==> config.mk <==
export PLATFORM = sky130hd
export DESIGN_NAME = lin_pt_xlate
export DESIGN_NICKNAME = d
export VERILOG_FILES = /design/src/rtl/ptw_pkg.sv /design/src/rtl/ptw_base_reg.sv /design/src/rtl/ptw_addr_calc.sv /design/src/rtl/ptw_perm_chk.sv /design/src/rtl/lin_pt_xlate.sv
export SDC_FILE = /design/constraint.sdc
export NUM_CORES = 1
export LEC_CHECK = 0
export BUFFER_PORTS_ARGS = -buffer_cell sky130_fd_sc_hd__buf_2
export CAP_MARGIN = 0
export CORE_UTILIZATION = 53
export CTS_CLUSTER_DIAMETER = 50
export CTS_CLUSTER_SIZE = 40
export DETAILED_ROUTE_END_ITERATION = 6
export GPL_ROUTABILITY_DRIVEN = 0
export GPL_TIMING_DRIVEN = 0
export PLACE_DENSITY = 0.8
export RECOVER_POWER = 50
export SKIP_LAST_GASP = 1
export SLEW_MARGIN = 20
export SYNTH_ARGS = -nofsm -noshare
export SYNTH_HDL_FRONTEND = slang
export SYNTH_SLANG_ARGS = --single-unit
==> constraint.sdc <==
create_clock -name clk_i -period 2.75 [get_ports clk_i]
set_input_delay 0.55 -clock clk_i [delete_from_list [all_inputs] [get_ports clk_i]]
set_output_delay 0.55 -clock clk_i [all_outputs]
set_load 0.01 [all_outputs]
==> src/rtl/ptw_pkg.sv <==
package ptw_pkg;
  localparam int unsigned PTE_W   = 32;
  localparam int unsigned PTE_V   = 0;
  localparam int unsigned PTE_R   = 1;
  localparam int unsigned PTE_WR  = 2;
  localparam int unsigned PTE_X   = 3;
  localparam int unsigned PFN_LSB = 8;

  typedef enum logic [1:0] {
    ACC_RD = 2'd0,
    ACC_WR = 2'd1,
    ACC_EX = 2'd2
  } acc_e;

  typedef enum logic [1:0] {
    ST_OK    = 2'd0,
    ST_SEG   = 2'd1,
    ST_PROT  = 2'd2
  } xl_status_e;

  typedef enum logic [2:0] {
    S_IDLE,
    S_FETCH,
    S_WAIT,
    S_CHECK,
    S_RESP
  } xl_state_e;
endpackage

==> src/rtl/ptw_base_reg.sv <==
module ptw_base_reg #(
  parameter int unsigned PA_W     = 20,
  parameter logic [PA_W-1:0] BASE_RST = '0
) (
  input  logic            clk_i,
  input  logic            rst_ni,
  input  logic            we_i,
  input  logic [PA_W-1:0] wdata_i,
  input  logic            busy_i,
  output logic [PA_W-1:0] base_o,
  output logic            pend_o
);
  logic [PA_W-1:0] base_q, pdata_q;
  logic            pend_q;

  always_ff @(posedge clk_i or negedge rst_ni) begin
    if (!rst_ni) begin
      base_q  <= BASE_RST;
      pdata_q <= '0;
      pend_q  <= 1'b0;
    end else if (we_i && busy_i) begin
      pdata_q <= wdata_i;
      pend_q  <= 1'b1;
    end else if (we_i) begin
      // newest write wins over a parked one
      base_q <= wdata_i;
      pend_q <= 1'b0;
    end else if (pend_q && !busy_i) begin
      base_q <= pdata_q;
      pend_q <= 1'b0;
    end
  end

  assign base_o = base_q;
  assign pend_o = pend_q;
endmodule

==> src/rtl/ptw_addr_calc.sv <==
module ptw_addr_calc #(
  parameter int unsigned VA_W      = 16,
  parameter int unsigned OFFS_W    = 10,
  parameter int unsigned PA_W      = 20,
  parameter int unsigned PTE_BYTES = 4
) (
  input  logic [VA_W-1:0]        va_i,
  input  logic [PA_W-1:0]        base_i,
  input  logic [PA_W-OFFS_W-1:0] pfn_i,
  output logic [PA_W-1:0]        pte_addr_o,
  output logic [PA_W-1:0]        pa_o
);
  localparam int unsigned VPN_W  = VA_W - OFFS_W;
  localparam int unsigned PTE_SH = $clog2(PTE_BYTES);

  logic [VPN_W-1:0]  vpn;
  logic [OFFS_W-1:0] offs;
  logic [PA_W-1:0]   idx;

  assign vpn  = va_i[VA_W-1:OFFS_W];
  assign offs = va_i[OFFS_W-1:0];
  assign idx  = PA_W'(vpn) << PTE_SH;

  assign pte_addr_o = base_i + idx;
  assign pa_o       = {pfn_i, offs};
endmodule

==> src/rtl/ptw_perm_chk.sv <==
module ptw_perm_chk
  import ptw_pkg::*;
(
  input  logic [PTE_W-1:0] pte_i,
  input  logic [1:0]       acc_i,
  output xl_status_e       status_o
);
  logic allow;

  always_comb begin
    unique case (acc_i)
      ACC_RD:  allow = pte_i[PTE_R];
      ACC_WR:  allow = pte_i[PTE_WR];
      ACC_EX:  allow = pte_i[PTE_X];
      default: allow = 1'b0;
    endcase
  end

  // validity outranks permission
  always_comb begin
    if (!pte_i[PTE_V])  status_o = ST_SEG;
    else if (!allow)    status_o = ST_PROT;
    else                status_o = ST_OK;
  end
endmodule

==> src/rtl/lin_pt_xlate.sv <==
module lin_pt_xlate
  import ptw_pkg::*;
#(
  parameter int unsigned VA_W      = 16,
  parameter int unsigned OFFS_W    = 10,
  parameter int unsigned PA_W      = 20,
  parameter int unsigned PTE_BYTES = 4,
  parameter logic [PA_W-1:0] BASE_RST = '0
) (
  input  logic              clk_i,
  input  logic              rst_ni,
  input  logic              req_valid_i,
  output logic              req_ready_o,
  input  logic [VA_W-1:0]   req_va_i,
  input  logic [1:0]        req_acc_i,
  output logic              rsp_valid_o,
  input  logic              rsp_ready_i,
  output logic [PA_W-1:0]   rsp_pa_o,
  output logic [1:0]        rsp_status_o,
  output logic              mem_req_o,
  output logic [PA_W-1:0]   mem_addr_o,
  input  logic              mem_rvalid_i,
  input  logic [PTE_W-1:0]  mem_rdata_i,
  input  logic              base_we_i,
  input  logic [PA_W-1:0]   base_wdata_i
);
  localparam int unsigned PFN_W = PA_W - OFFS_W;

  xl_state_e        state_q, state_d;
  logic [VA_W-1:0]  va_q;
  logic [1:0]       acc_q;
  logic [PTE_W-1:0] pte_q;
  logic [PA_W-1:0]  pa_q;
  xl_status_e       st_q;

  logic [PA_W-1:0]  base, pte_addr, pa_calc;
  logic             base_pend, busy, acc_fire;
  xl_status_e       st_calc;

  assign busy     = (state_q != S_IDLE);
  assign acc_fire = req_valid_i && req_ready_o;

  ptw_base_reg #(.PA_W(PA_W), .BASE_RST(BASE_RST)) u_base (
    .clk_i   (clk_i),
    .rst_ni  (rst_ni),
    .we_i    (base_we_i),
    .wdata_i (base_wdata_i),
    .busy_i  (busy),
    .base_o  (base),
    .pend_o  (base_pend)
  );

  ptw_addr_calc #(
    .VA_W(VA_W), .OFFS_W(OFFS_W), .PA_W(PA_W), .PTE_BYTES(PTE_BYTES)
  ) u_addr (
    .va_i       (va_q),
    .base_i     (base),
    .pfn_i      (pte_q[PFN_LSB +: PFN_W]),
    .pte_addr_o (pte_addr),
    .pa_o       (pa_calc)
  );

  ptw_perm_chk u_perm (
    .pte_i    (pte_q),
    .acc_i    (acc_q),
    .status_o (st_calc)
  );

  always_comb begin
    state_d = state_q;
    unique case (state_q)
      S_IDLE:  if (acc_fire)     state_d = S_FETCH;
      S_FETCH:                   state_d = S_WAIT;
      S_WAIT:  if (mem_rvalid_i) state_d = S_CHECK;
      S_CHECK:                   state_d = S_RESP;
      S_RESP:  if (rsp_ready_i)  state_d = S_IDLE;
      default:                   state_d = S_IDLE;
    endcase
  end

  always_ff @(posedge clk_i or negedge rst_ni) begin
    if (!rst_ni) begin
      state_q <= S_IDLE;
      va_q    <= '0;
      acc_q   <= '0;
      pte_q   <= '0;
      pa_q    <= '0;
      st_q    <= ST_OK;
    end else begin
      state_q <= state_d;
      if (acc_fire) begin
        va_q  <= req_va_i;
        acc_q <= req_acc_i;
      end
      if (state_q == S_WAIT && mem_rvalid_i) pte_q <= mem_rdata_i;
      if (state_q == S_CHECK) begin
        st_q <= st_calc;
        pa_q <= (st_calc == ST_OK) ? pa_calc : '0;
      end
    end
  end

  // parked base write drains in the idle cycle before the next request
  assign req_ready_o  = (state_q == S_IDLE) && !base_pend;
  assign mem_req_o    = (state_q == S_FETCH);
  assign mem_addr_o   = pte_addr;
  assign rsp_valid_o  = (state_q == S_RESP);
  assign rsp_pa_o     = pa_q;
  assign rsp_status_o = st_q;
endmodule

Yosys cells after proc, flatten, opt, wreduce, memory -nomap -nowiden
Index checks and enable logic that the tools add are counted.

word-level totals
  bits in registers = 102
  bits of input ports = 76
  output and inout port bits = 45
  word-level logic and storage cells = 48

cells by class
  add/subtract/negate cells = 1
  eq/ne operators = 9
  multiplexer cells = 13
  bitwise operators = 1
  reductions and logical operators = 15

operators by type and width
  operator                                                                  number
  20-bit two-way mux                                                        3
  20-bit by 8-bit adder with 20-bit output                                  1
  3-bit one-hot mux with 5 select lines                                     1
  3-bit two-way mux                                                         3
  3-bit by 2-bit == test with 1-bit output (second input constant)          2
  3-bit nonzero test                                                        2
  1-bit logical AND                                                         5
  2-bit logical NOT                                                         2
  2-bit two-way mux                                                         2
  2-bit inequality test (second input constant)                             2
  3-bit by 1-bit == test with 1-bit output (second input constant)          1
  3-bit == test (second input constant)                                     1
  3-bit logical NOT                                                         1
  1-bit two-way mux                                                         3
  1-bit one-hot mux with 3 select lines                                     1
  3-bit AND reduction                                                       1
  2-bit by 1-bit == test with 1-bit output (second input constant)          1
  2-bit == test (second input constant)                                     1
  1-bit logical NOT                                                         2
  2-bit by 1-bit inequality test with 1-bit output (second input constant)  1
  2-bit AND reduction                                                       1
  2-bit nonzero test                                                        1
  1-bit NOT                                                                 1

Depth between registers and ports, before layout
Gate-level depths: netlist (run 1).

  word-level depth = 6
  gate-level depth with buffers = 7
  gate-level depth less buffers = 7

Modules after synthesis
A second synthesis (run 1) with hierarchy kept.

second synthesis, totals
  cell total of the unflattened synthesis = 460
  area total of the unflattened synthesis = 5,522.8 µm²

modules (own cells, without submodules)
  module         times used  cells an instance  area an instance (µm²)
  lin_pt_xlate   1           215                2,922.8
  ptw_base_reg   1           139                1,814.2
  ptw_addr_calc  1           102                757.0
  ptw_perm_chk   1           4                  28.8

Worst setup path before layout (run 1)
No wires, ideal clock.

  path kind = reg-to-output
  start = register u_base.base_q[2], in the netlist u_base.base_o[2]
  end = output port mem_addr_o[10]
  arrival time = 1.853 ns
  required time = 2.200 ns
  path slack = 0.347 ns
  cell stages (with the launch flop) = 8
  path buffers = 0
  cells stage by stage = dfrtp_1 > ha_1 > inv_1 > fa_1 > nor2b_1 > o211ai_1 > a211oi_1 > xor2_1

between the ends
  longest elaborated chain between the ends = 1

RTL lines
  what                                      RTL line             text
  start: declaration                        ptw_base_reg.sv:13   logic [PA_W-1:0] base_q, pdata_q;
  start signal: assignment                  ptw_base_reg.sv:26   base_q <= wdata_i;
  start signal: assignment                  ptw_base_reg.sv:29   base_q <= pdata_q;
  20-bit by 8-bit adder with 20-bit output  ptw_addr_calc.sv:24  assign pte_addr_o = base_i + idx;
  end: declaration                          lin_pt_xlate.sv:21   output logic [PA_W-1:0] mem_addr_o,

Every way passes these cells.

Worst setup path after layout (run 1)
  start = register u_base.base_q[2], in the netlist u_base.base_o[2]
  end = output port mem_addr_o[16]

Same word-level chain as after synthesis.

==> out/summary.txt, run 1 <==
FF-to-FF setup slack -> 0.78 ns
CTS sink cnt -> 98
upper clock frequency limit -> 0.3527 GHz
Clock Skew -> 0.01347 ns
Tot GR Track Use -> 22.09%
layout cells sized above 1 -> 39.71%
Critical Setup Path Class -> register to output pin
Final Non-Filler Cells -> 591
crit path capture type -> output pin
static leakage -> 2.599 nW
Mapped Area -> 4497 um^2
root buf cell -> clkbuf_8
synth warn -> 0
post-synthesis sequential area ratio -> 54.54%
Power per Cell Area -> 1303 nW/um^2
CTS H-tree lvls -> 3
unrepaired setup endpoints after global routing -> yes
Distinct cells, synth -> 46
largest net degree at the start of global routing -> 69
core area -> 8217 um^2
first-pass GRT wire length -> 14,940 um
setup violators final -> 7
period utilization -> 103.1%
syn nets -> 445
worst-margin pin slew -> 1.588 ns
die footprint -> 8857 um^2
hold path endpoint -> pte_q[0]
fin nets -> 564
most frequent cells in the layout -> 98 x dfrtp_1, 94 x buf_2, 41 x mux2_2
post-layout minimum cycle time -> 2.835 ns
buffer depth of the longest clock path -> 2
ANT cells -> 0
Syn Inst Count -> 362
Setup crit start kind -> register
num rows -> 33
top_reg_cell synth -> dfrtp_1
worst flop-to-flop path endpoint -> pte_q[13]
depth of the worst hold-timing path -> 3
WP data required -> 2.20 ns
Worst slew margin -> -5.856%
initial antenna violation count -> 0
io pins -> 121
Max Slew Vio Count -> 32
Starting Density -> 54.73%
total iterations of the first detailed-routing run -> 6
dpl ws -> 0.05747 ns
final worst slack -> -0.08526 ns
routed wire length -> 9198 um
clock-pin slew on the worst setup and hold paths -> 0.10 ns
Post-route DRC -> 0
Post-synth EDFFs -> 0
Worst VDD drop -> 567.4 uV
CTS tree -> yes
Die H -> 94.11 um
worst reg2reg path depth -> 5
initial DRC count -> 87
Die Width -> 94.11 um
Critical Path Fanout Max -> 4
violated checks -> capacitance limit, slew limit, setup timing
Worst Path Arrival -> 2.29 ns
max_cap viols -> 1
Critical R2R Launch -> state_q[1]
clk_lat worst skew -> 0.36 ns
worst hold start -> mem_rdata_i[0]
CTS Buf Count -> 9
routed vias -> 3,196
share of synthesized registers carrying an async set or reset -> 100.0%
cts hold-fix bufs -> 0
IO Port Bufs -> 101
Area Overhead vs Synth -> 20.95%
Synth Area per Inst -> 12.42 um^2
total global routing overflow -> 0
status -> finished, violations left
dpl cells -> 569
Final HPWL DP -> 6565 um
vias in the first global route -> 3,190
hold crit path type -> primary input to register
Fin. Hold Viols -> 0
Antenna Nets Post-Route -> 0
most common library cell in the layout ignoring fill and taps -> dfrtp_1
WL/cell -> 15.56 um
final core area utilization -> 66.19%
Seq cells post-synth -> 98
via/cell ratio -> 5.408
-- per-stage QoR --
step | instance area [um^2] | hold WS (ns) | TNS (ns) | total power, mW
3_3_place_gp | 5134 | 0.4617 | 0 | 5.753
2_1_floorplan | 4497 | 0.2544 | 0 | 4.894
6_report | 5439 | 0.3993 | -0.2834 | 7.085
4_1_cts | 5419 | 0.05060 | -0.5048 | 6.961
5_1_grt | 5439 | 0.4078 | -4.435 | 7.629
3_5_place_dp | 5167 | 0.4466 | 0 | 5.918
-- state kept, by name, summed over array words and instances (netlist names) --
signal          flops
rsp_pa_o           20
u_base.base_o      20
u_base.pdata_q     20
va_q               16
pte_q              14
state_q             3
acc_q               2
rsp_status_o        2
u_base.pend_o       1
-- layer usage --
layer | GRT usage (%) | vias up | share of wire (%)
met5 | 0 | - | 0
met4 | 9.487 | 0 | 1.4
met3 | 5.097 | 13 | 6.2
met2 | 35.71 | 96 | 48
met1 | 28.52 | 1555 | 44
li1 | - | 1532 | -
-- cell families (layout without fill, tap and decap cells) --
family                   count (synthesis)  count (layout)  share of synthesized area [%]
AND/OR/NAND/NOR                         71              71                          8.125
multiplexers                            73              73                          18.45
buffers and inverters                   29             153                          3.144
adder cells (fa/ha/maj)                  7               7                          2.115
flip-flops                              98              98                          54.54
AO/OA/AOI/OAI                           71              71                          11.10
XOR/XNOR                                13              13                          2.532
-- cell type report --
| class | count | area (um^2) |
|---|---|---|
| inverter | 7 | 26.28 |
| sequential | 98 | 2452 |
| buffer | 20 | 106.4 |
| clock inverter | 6 | 67.56 |
| multi-input combinational | 235 | 1972 |
| clock buffer | 10 | 127.6 |
| tap | 105 | 131.4 |
| timing repair buffer | 110 | 555.5 |
| fill | 644 | 2778 |
-- where the power goes --
| group | internal, mW | total [mW] | switching, mW |
|---|---|---|---|
| clock network | 0.422 | 0.911 | 0.489 |
| logic | 1.78 | 3.58 | 1.79 |
| registers | 2.14 | 2.59 | 0.453 |
| total | 4.35 | 7.09 | 2.74 |
-- timing repair --
| action | in CTS | in global routing |
|---|---|---|
| pin swaps | 10 | 11 |
| endpoints found under the setup margin | 12 | 11 |
| setup buffers | 5 | 4 |
| gates resized for setup | 8 | 9 |
-- synth_stat cells (all sizes together), types with 5 or more instances --
cell / count / share of area, %
a211oi: 5 / 0.83
a21oi: 24 / 2.7
a22o: 20 / 3.9
buf: 12 / 1.7
clkbuf: 10 / 0.83
dfrtp: 98 / 55
ha: 6 / 1.7
inv: 7 / 0.58
mux2: 52 / 14
mux2i: 21 / 4.7
nand2: 14 / 1.3
nand3: 6 / 0.67
nor2: 29 / 2.6
o21ai: 5 / 0.56
xnor2: 11 / 2.1
-- critical path, cell delays in order, from the launching register on --
cell and delay [ns]:
dfrtp_1 0.37, ha_2 0.19, inv_2 0.04, fa_2 0.34
nor2b_2 0.14, o211ai_1 0.13, buf_4 0.20, a211oi_2 0.20
a2bb2oi_1 0.17, buf_2 0.14
-- how the worst max path moves through the flow --
stage,end,slack (ns),startpoint
5_1_grt,mem_addr_o[16],-0.22,u_base.base_o[2]
3_5_place_dp,mem_addr_o[10],0.06,u_base.base_o[2]
3_3_place_gp,mem_addr_o[14],0.13,u_base.base_o[2]
2_1_floorplan,mem_addr_o[10],0.35,u_base.base_o[2]
4_1_cts,mem_addr_o[16],-0.12,u_base.base_o[2]
6_report,mem_addr_o[16],-0.09,u_base.base_o[2]
Note: power is estimated with default switching activity, not from simulation.
==> run 2, diff against run 1 <==
ABC_AREA = 1   (was default)
RECOVER_POWER = default   (was 50)
==> run 2 against run 1 <==
The run now ends clean. Clock power increased by 4.4%. Critical path depth is 1 higher. Global-route usage rose by 2.0 points. Non-clock buffer count shrank 4. Area after synthesis rose by 3.9%. Clock skew decreased by 0.0069 ns. Sequential power fell by 5%. Critical path type unchanged. Largest cell class unchanged.
==> out/summary.txt, run 2 <==
CTS tree -> yes
static leakage -> 2.864 nW (+10%)
Tot GR Track Use -> 24.13% (+2.0 points)
Setup crit start kind -> register
most frequent cell after synthesis -> nand2_1
Die Width -> 95.90 um (+1.9%)
Critical R2R Launch -> state_q[0]
buffer depth of the longest clock path -> 2 (unchanged)
num rows -> 33 (unchanged)
syn nets -> 590 (+33%)
fin nets -> 706 (+25%)
Seq cells post-synth -> 98 (unchanged)
post-synthesis sequential area ratio -> 52.48% (-2.1 points)
WL/cell -> 13.93 um (-11%)
first-pass GRT wire length -> 16,750 um (+12%)
Post-DP Area -> 5349 um^2 (+3.5%)
vias in the first global route -> 3,589 (+13%)
synth top area cells -> dfrtp_1 52%, nand2_1 10%, mux2_2 5.3%, o21ai_0 4.9%, inv_1 4.2%
Die H -> 95.90 um (+1.9%)
crit path launch -> va_q[10]
crit-path cells -> ha_4, inv_1, fa_2, o21ai_4, nand3_2, nand2_4, nand2_1, nand2_1, nand2_1, buf_2
CTS sink cnt -> 98 (unchanged)
Synth Area per Inst -> 9.217 um^2 (-26%)
routed vias -> 3,752 (+17%)
Worst Path Arrival -> 2.07 ns (-0.22 ns)
io pins -> 121 (unchanged)
worst-margin pin slew -> 0.4731 ns (-1.115 ns)
total global routing overflow -> 0 (unchanged)
hold crit path type -> primary input to asynchronous set/reset pin
Worst VDD drop -> 515.4 uV (-9.2%)
total iterations of the first detailed-routing run -> 4 (-2)
routed wire length -> 10,220 um (+11%)
most common library cell in the layout ignoring fill and taps -> nand2_1
Worst slew margin -> 68.46% (+74 points)
core area -> 8382 um^2 (+2.0%)
root buf cell -> clkbuf_8
FF-to-FF setup slack -> 1.22 ns (+0.44 ns)
dpl ws -> 0.2587 ns (+0.2012 ns)
final worst slack -> 0.1304 ns (+0.2157 ns)
Antenna Nets Post-Route -> 0 (unchanged)
clock-pin slew on the worst setup and hold paths -> 0.10 ns (about the same)
final instance area -> 5610 um^2 (+3.2%)
status -> completed
Post-route DRC -> 0 (unchanged)
most used cell, CP -> nand2_1
max_cap viols -> 0 (-1)
worst reg2reg path depth -> 5 (unchanged)
Setup crit end -> mem_addr_o[18]
Critical Path Fanout Max -> 7 (+3)
synth cell count leaders -> 127 x nand2_1, 98 x dfrtp_1, 52 x inv_1
setup violators final -> 0 (-7)
layout cells sized above 1 -> 31.69% (-8.0 points)
Power per Cell Area -> 1165 nW/um^2 (-11%)
Post-synth EDFFs -> 0 (unchanged)
CTS H-tree lvls -> 3 (unchanged)
CP peak stage delay -> 0.40 ns (+0.03 ns)
Critical Setup Path Class -> register to output pin
unrepaired setup endpoints after global routing -> yes
Distinct cells, synth -> 38 (-17%)
synth warn -> 0 (unchanged)
die footprint -> 9197 um^2 (+3.8%)
period utilization -> 95.26% (-7.8 points)
Synth top area share -> 52.48% (-2.1 points)
clk_lat worst skew -> 0.36 ns (about the same)
Clock Skew -> 0.006597 ns (-0.006874 ns)
upper clock frequency limit -> 0.3817 GHz (+8.2%)
initial DRC count -> 157 (+80%)
Syn Inst Count -> 507 (+40%)
Starting Density -> 55.75% (+1.0 points)
cts hold-fix bufs -> 0 (unchanged)
Fin. Hold Viols -> 0 (unchanged)
WP data required -> 2.20 ns (about the same)
via/cell ratio -> 5.112 (-5.5%)
Synth area leader -> dfrtp_1
most frequent cells in the layout -> 124 x nand2_1, 107 x buf_2, 98 x dfrtp_1
largest net degree at the start of global routing -> 63 (-8.7%)
initial antenna violation count -> 1 (+1)
worst flop-to-flop path endpoint -> u_base.base_o[19]
Mapped Area -> 4673 um^2 (+3.9%)
Max Slew Vio Count -> 0 (-100%)
CTS Buf Count -> 9 (unchanged)
slowest cell on the critical path -> dfrtp_1
Area Overhead vs Synth -> 20.05%
Final HPWL DP -> 7751 um (+18%)
top_reg_cell synth -> dfrtp_1
share of synthesized registers carrying an async set or reset -> 100.0% (unchanged)
crit path capture type -> output pin
post-layout minimum cycle time -> 2.620 ns (-0.2157 ns)
IO Port Bufs -> 102 (+0.99%)
final core area utilization -> 66.94% (+0.74 points)
## run 2: changes by cell type after synthesis, sizes merged, moves of 8 or more
cell | before | now
a21oi | 24 | 14
a22o | 20 | 0
inv | 7 | 54
mux2 | 52 | 24
mux2i | 21 | 0
nand2 | 14 | 131
nand3 | 6 | 18
o211ai | 2 | 10
o21a | 2 | 10
o21ai | 5 | 58
or2 | 1 | 21
xnor2 | 11 | 1
## run 2: power breakdown
| part | internal (mW) | switching (mW) |
|---|---|---|
| registers | 2.08 | 0.373 |
| logic | 1.32 | 1.81 |
| clock network | 0.428 | 0.523 |
| total | 3.83 | 2.70 |
## run 2: how the worst min path moves through the flow
stage	to	cells past startpoint	slack, ns	from
after detailed placement	rsp_status_o[0]	1	0.46	pte_q[0]
after CTS	u_base.base_o[2]	1	0.07	rst_ni
after floorplan	acc_q[0]	0	0.25	rst_ni
final	u_base.base_o[2]	1	0.07	rst_ni
after global placement	rsp_status_o[0]	1	0.45	pte_q[0]
after global routing	u_base.pdata_q[1]	1	0.08	rst_ni
## run 2: area by class of cell
class	count	area, um^2
Antenna cell	1	2.502
Inverter	55	207.7
Clock buffer	9	123.9
Fill cell	684	2771
Sequential cell	98	2452
Multi-Input combinational cell	333	1928
Buffer	21	127.6
Timing Repair Buffer	105	559.3
Tap cell	105	131.4
Clock inverter	7	77.57
## run 2: layer usage
metal  wire length (um)  track usage, %
met2               5092           40.06
met4                 80           6.841
met3                626           6.398
met1               4423           31.33
met5                  0               0
## run 2: timing repair
action                                  4_1_cts  5_1_grt
endpoints found under the setup margin        6        8
pin swaps                                     2        3
buffers inserted                              1        1
gates resized for setup                       3        7
## run 2: cell families (layout without fill, tap and decap cells)
logic type,Yosys count,after routing,synth area share (%)
mux,24,24,5.783
fa+ha+maj,7,7,2.035
compound gates,95,95,12.37
simple gates,200,200,18.85
xor+xnor,7,7,1.312
buf+inv,76,197,7.176
other cells,0,1,0
flops,98,98,52.48
## run 2: worst max-delay path, delay by kind of cell (launching register included)
family | cells | cell delay [ns]
fa+ha+maj | 2 | 0.54
flops | 1 | 0.40
simple gates | 5 | 0.39
compound gates | 1 | 0.19
buf+inv | 2 | 0.18
## run 2: through the flow
stage               power (mW)  std cells    TNS, ns  hold WS (ns)
global route             7.095        734  -0.004363       0.08234
CTS                      6.502        732          0       0.07108
finish                   6.538        734          0       0.06732
global placement         5.361        714          0        0.4508
detailed placement       5.520        715          0        0.4642
floorplan                4.530        507          0        0.2544
==> run 3, diff against run 2 <==
--- a/config.mk
+++ b/config.mk
@@ -17,2 +17,3 @@
 export PLACE_DENSITY = 0.8
+export SETUP_SLACK_MARGIN = 0.05
 export SKIP_LAST_GASP = 1
--- a/constraint.sdc
+++ b/constraint.sdc
@@ -3,2 +3,2 @@
 set_output_delay 0.55 -clock clk_i [all_outputs]
-set_load 0.01 [all_outputs]
+set_load 0.005 [all_outputs]
==> run 3 against run 2 <==
Power down 2.0%. Final area up 0.27%. Clock power up 0.4%. Via count up 0.96%. Global-route usage unchanged. Setup slack better by 0.029 ns. Die area unchanged. Register-to-register slack worse by 0.02 ns.
==> out/summary.txt, run 3 (same netlist as run 2, synthesis figures left out) <==
status -> completed
layout cells sized above 1 -> 31.90% (+0.22 points)
fin nets -> 708 (+0.28%)
Die Width -> 95.90 um (unchanged)
Post-route DRC -> 0 (unchanged)
clk_lat worst skew -> 0.36 ns (about the same)
most frequent cells in the layout -> 124 x nand2_1, 107 x buf_2, 98 x dfrtp_1
Total Neg Setup Slack -> 0 ns (unchanged)
io pins -> 121 (unchanged)
crit-path cells -> ha_4, inv_1, fa_2, o21ai_4, nand3_2, nand2_4, nand2_1, nand2_1, nand2_1, buf_2
max_cap viols -> 0 (unchanged)
root buf cell -> clkbuf_8
CTS H-tree lvls -> 3 (unchanged)
first-pass GRT wire length -> 16,750 um (unchanged)
Post-DP Area -> 5349 um^2 (unchanged)
initial antenna violation count -> 1 (unchanged)
via/cell ratio -> 5.147 (+0.69%)
buffer depth of the longest clock path -> 2 (unchanged)
hold slack final -> 0.06642 ns (-0.0008995 ns)
routed wire length -> 10,280 um (+0.52%)
Worst VDD drop -> 508.1 uV (-1.4%)
WL/cell -> 13.96 um (+0.25%)
most common library cell in the layout ignoring fill and taps -> nand2_1
CTS sink cnt -> 98 (unchanged)
Critical Setup Path Class -> register to output pin
CP peak stage delay -> 0.40 ns (about the same)
Starting Density -> 55.75% (unchanged)
Power per Cell Area -> 1139 nW/um^2 (-2.3%)
worst reg2reg path depth -> 5 (unchanged)
FF-to-FF setup slack -> 1.20 ns (-0.02 ns)
upper clock frequency limit -> 0.3861 GHz (+1.1%)
Clock Power Share -> 14.9% (+0.3 points)
Clock Skew -> 0.008340 ns (+0.001743 ns)
Antenna Nets Post-Route -> 0 (unchanged)
dpl cells -> 715 (unchanged)
vias in the first global route -> 3,589 (unchanged)
post-layout minimum cycle time -> 2.590 ns (-0.02940 ns)
setup violators final -> 0 (unchanged)
total global routing overflow -> 0 (unchanged)
Critical R2R Launch -> state_q[0]
Tot GR Track Use -> 24.13% (unchanged)
Critical Path Fanout Max -> 7 (unchanged)
Seq pwr share -> 38.4% (+0.8 points)
static leakage -> 2.873 nW (+0.34%)
initial DRC count -> 145 (-7.6%)
cts hold-fix bufs -> 0 (unchanged)
internal power -> 3.843 mW (+0.24%)
clock-pin slew on the worst setup and hold paths -> 0.10 ns (about the same)
Max Slew Vio Count -> 0 (unchanged)
crit path capture type -> output pin
num rows -> 33 (unchanged)
routed vias -> 3,788 (+0.96%)
total iterations of the first detailed-routing run -> 4 (unchanged)
worst-margin pin slew -> 0.4796 ns (+0.006449 ns)
period utilization -> 94.19% (-1.1 points)
Final Non-Filler Cells -> 736 (+0.27%)
final instance area -> 5625 um^2 (+0.27%)
Fin. Hold Viols -> 0 (unchanged)
slowest cell on the critical path -> dfrtp_1
Setup crit start kind -> register
Psw -> 2.564 mW (-5.2%)
Worst Path Arrival -> 2.04 ns (-0.03 ns)
IO Port Bufs -> 102 (unchanged)
die footprint -> 9197 um^2 (unchanged)
Pwr Total -> 6.407 mW (-2.0%)
core area -> 8382 um^2 (unchanged)
Final HPWL DP -> 7751 um (unchanged)
Die H -> 95.90 um (unchanged)
largest net degree at the start of global routing -> 63 (unchanged)
Area Overhead vs Synth -> 20.37%
most used cell, CP -> nand2_1
hold crit path type -> primary input to asynchronous set/reset pin
Logic pwr share -> 46.7% (-1.2 points)
unrepaired setup endpoints after global routing -> yes
worst flop-to-flop path endpoint -> u_base.base_o[19]
switching share of total power -> 40.02% (-1.3 points)
CTS Buf Count -> 9 (unchanged)
Worst slew margin -> 68.03% (-0.43 points)
CTS tree -> yes
WP data required -> 2.20 ns (about the same)
run 3: cell types whose count changed in the layout (fill, tap and decap cells not counted), sizes merged:
cell and change:
buf +2
run 3: stage by stage:
| step | utilization [%] | worst slack, ns |
|---|---|---|
| 4_1_cts | 66.40 | 0.06227 |
| 2_1_floorplan | - | 0.6312 |
| 6_report | 67.11 | 0.1598 |
| 3_5_place_dp | 63.82 | 0.2713 |
| 5_1_grt | 67.11 | 0.03629 |
| 3_3_place_gp | 63.41 | 0.2188 |
run 3: worst max-delay path: cells and delay by family, from the launching register on:
family	cells	cell delay (ns)
compound gates	1	0.19
fa+ha+maj	2	0.54
buf+inv	2	0.17
simple gates	5	0.39
flops	1	0.40
run 3: what timing repair did:
item | 4_1_cts | 5_1_grt
pin swaps | 2 | 3
hold endpoints to repair | 0 | 0
setup buffers | 1 | 3
gates resized for setup | 3 | 7
endpoints found under the setup margin | 6 | 10
run 3: cell type report:
class                      instances  area [um^2]
inverter                          55        207.7
antenna                            1        2.502
clock inverter                     7        77.57
multi-input combinational        333         1928
timing repair buffer             107        574.3
sequential                        98         2452
buffer                            21        127.6
clock buffer                       9        123.9
fill                             682         2756
tap                              105        131.4
run 3: power by group through the flow:
stage | clock network, mW | registers [mW] | logic, mW
finish | 0.955 | 2.46 | 2.99
global route | 1.02 | 2.53 | 3.41
CTS | 0.968 | 2.45 | 2.93
detailed placement | 0 | 2.48 | 2.88
global placement | 0 | 2.44 | 2.76
floorplan | 0 | 2.39 | 1.98
run 3: worst max-delay path by stage:
| stage | startpoint | to | slack, ns |
|---|---|---|---|
| 6_report | va_q[10] | mem_addr_o[18] | 0.16 |
| 4_1_cts | u_base.base_o[2] | mem_addr_o[18] | 0.06 |
| 3_5_place_dp | u_base.base_o[2] | mem_addr_o[18] | 0.27 |
| 5_1_grt | va_q[10] | mem_addr_o[18] | 0.04 |
| 2_1_floorplan | u_base.base_o[2] | mem_addr_o[10] | 0.63 |
| 3_3_place_gp | rst_ni | va_q[4] | 0.22 |
run 3: layer usage:
layer  part of all wire, %  vias up  wire (um)  track usage [%]
li1                      -     1869          -                -
met1                    43     1800       4383            31.33
met2                    50      108       5097            40.06
met3                   6.8       11        703            6.398
met4                  0.89        0         91            6.841
met5                     0        -          0                0
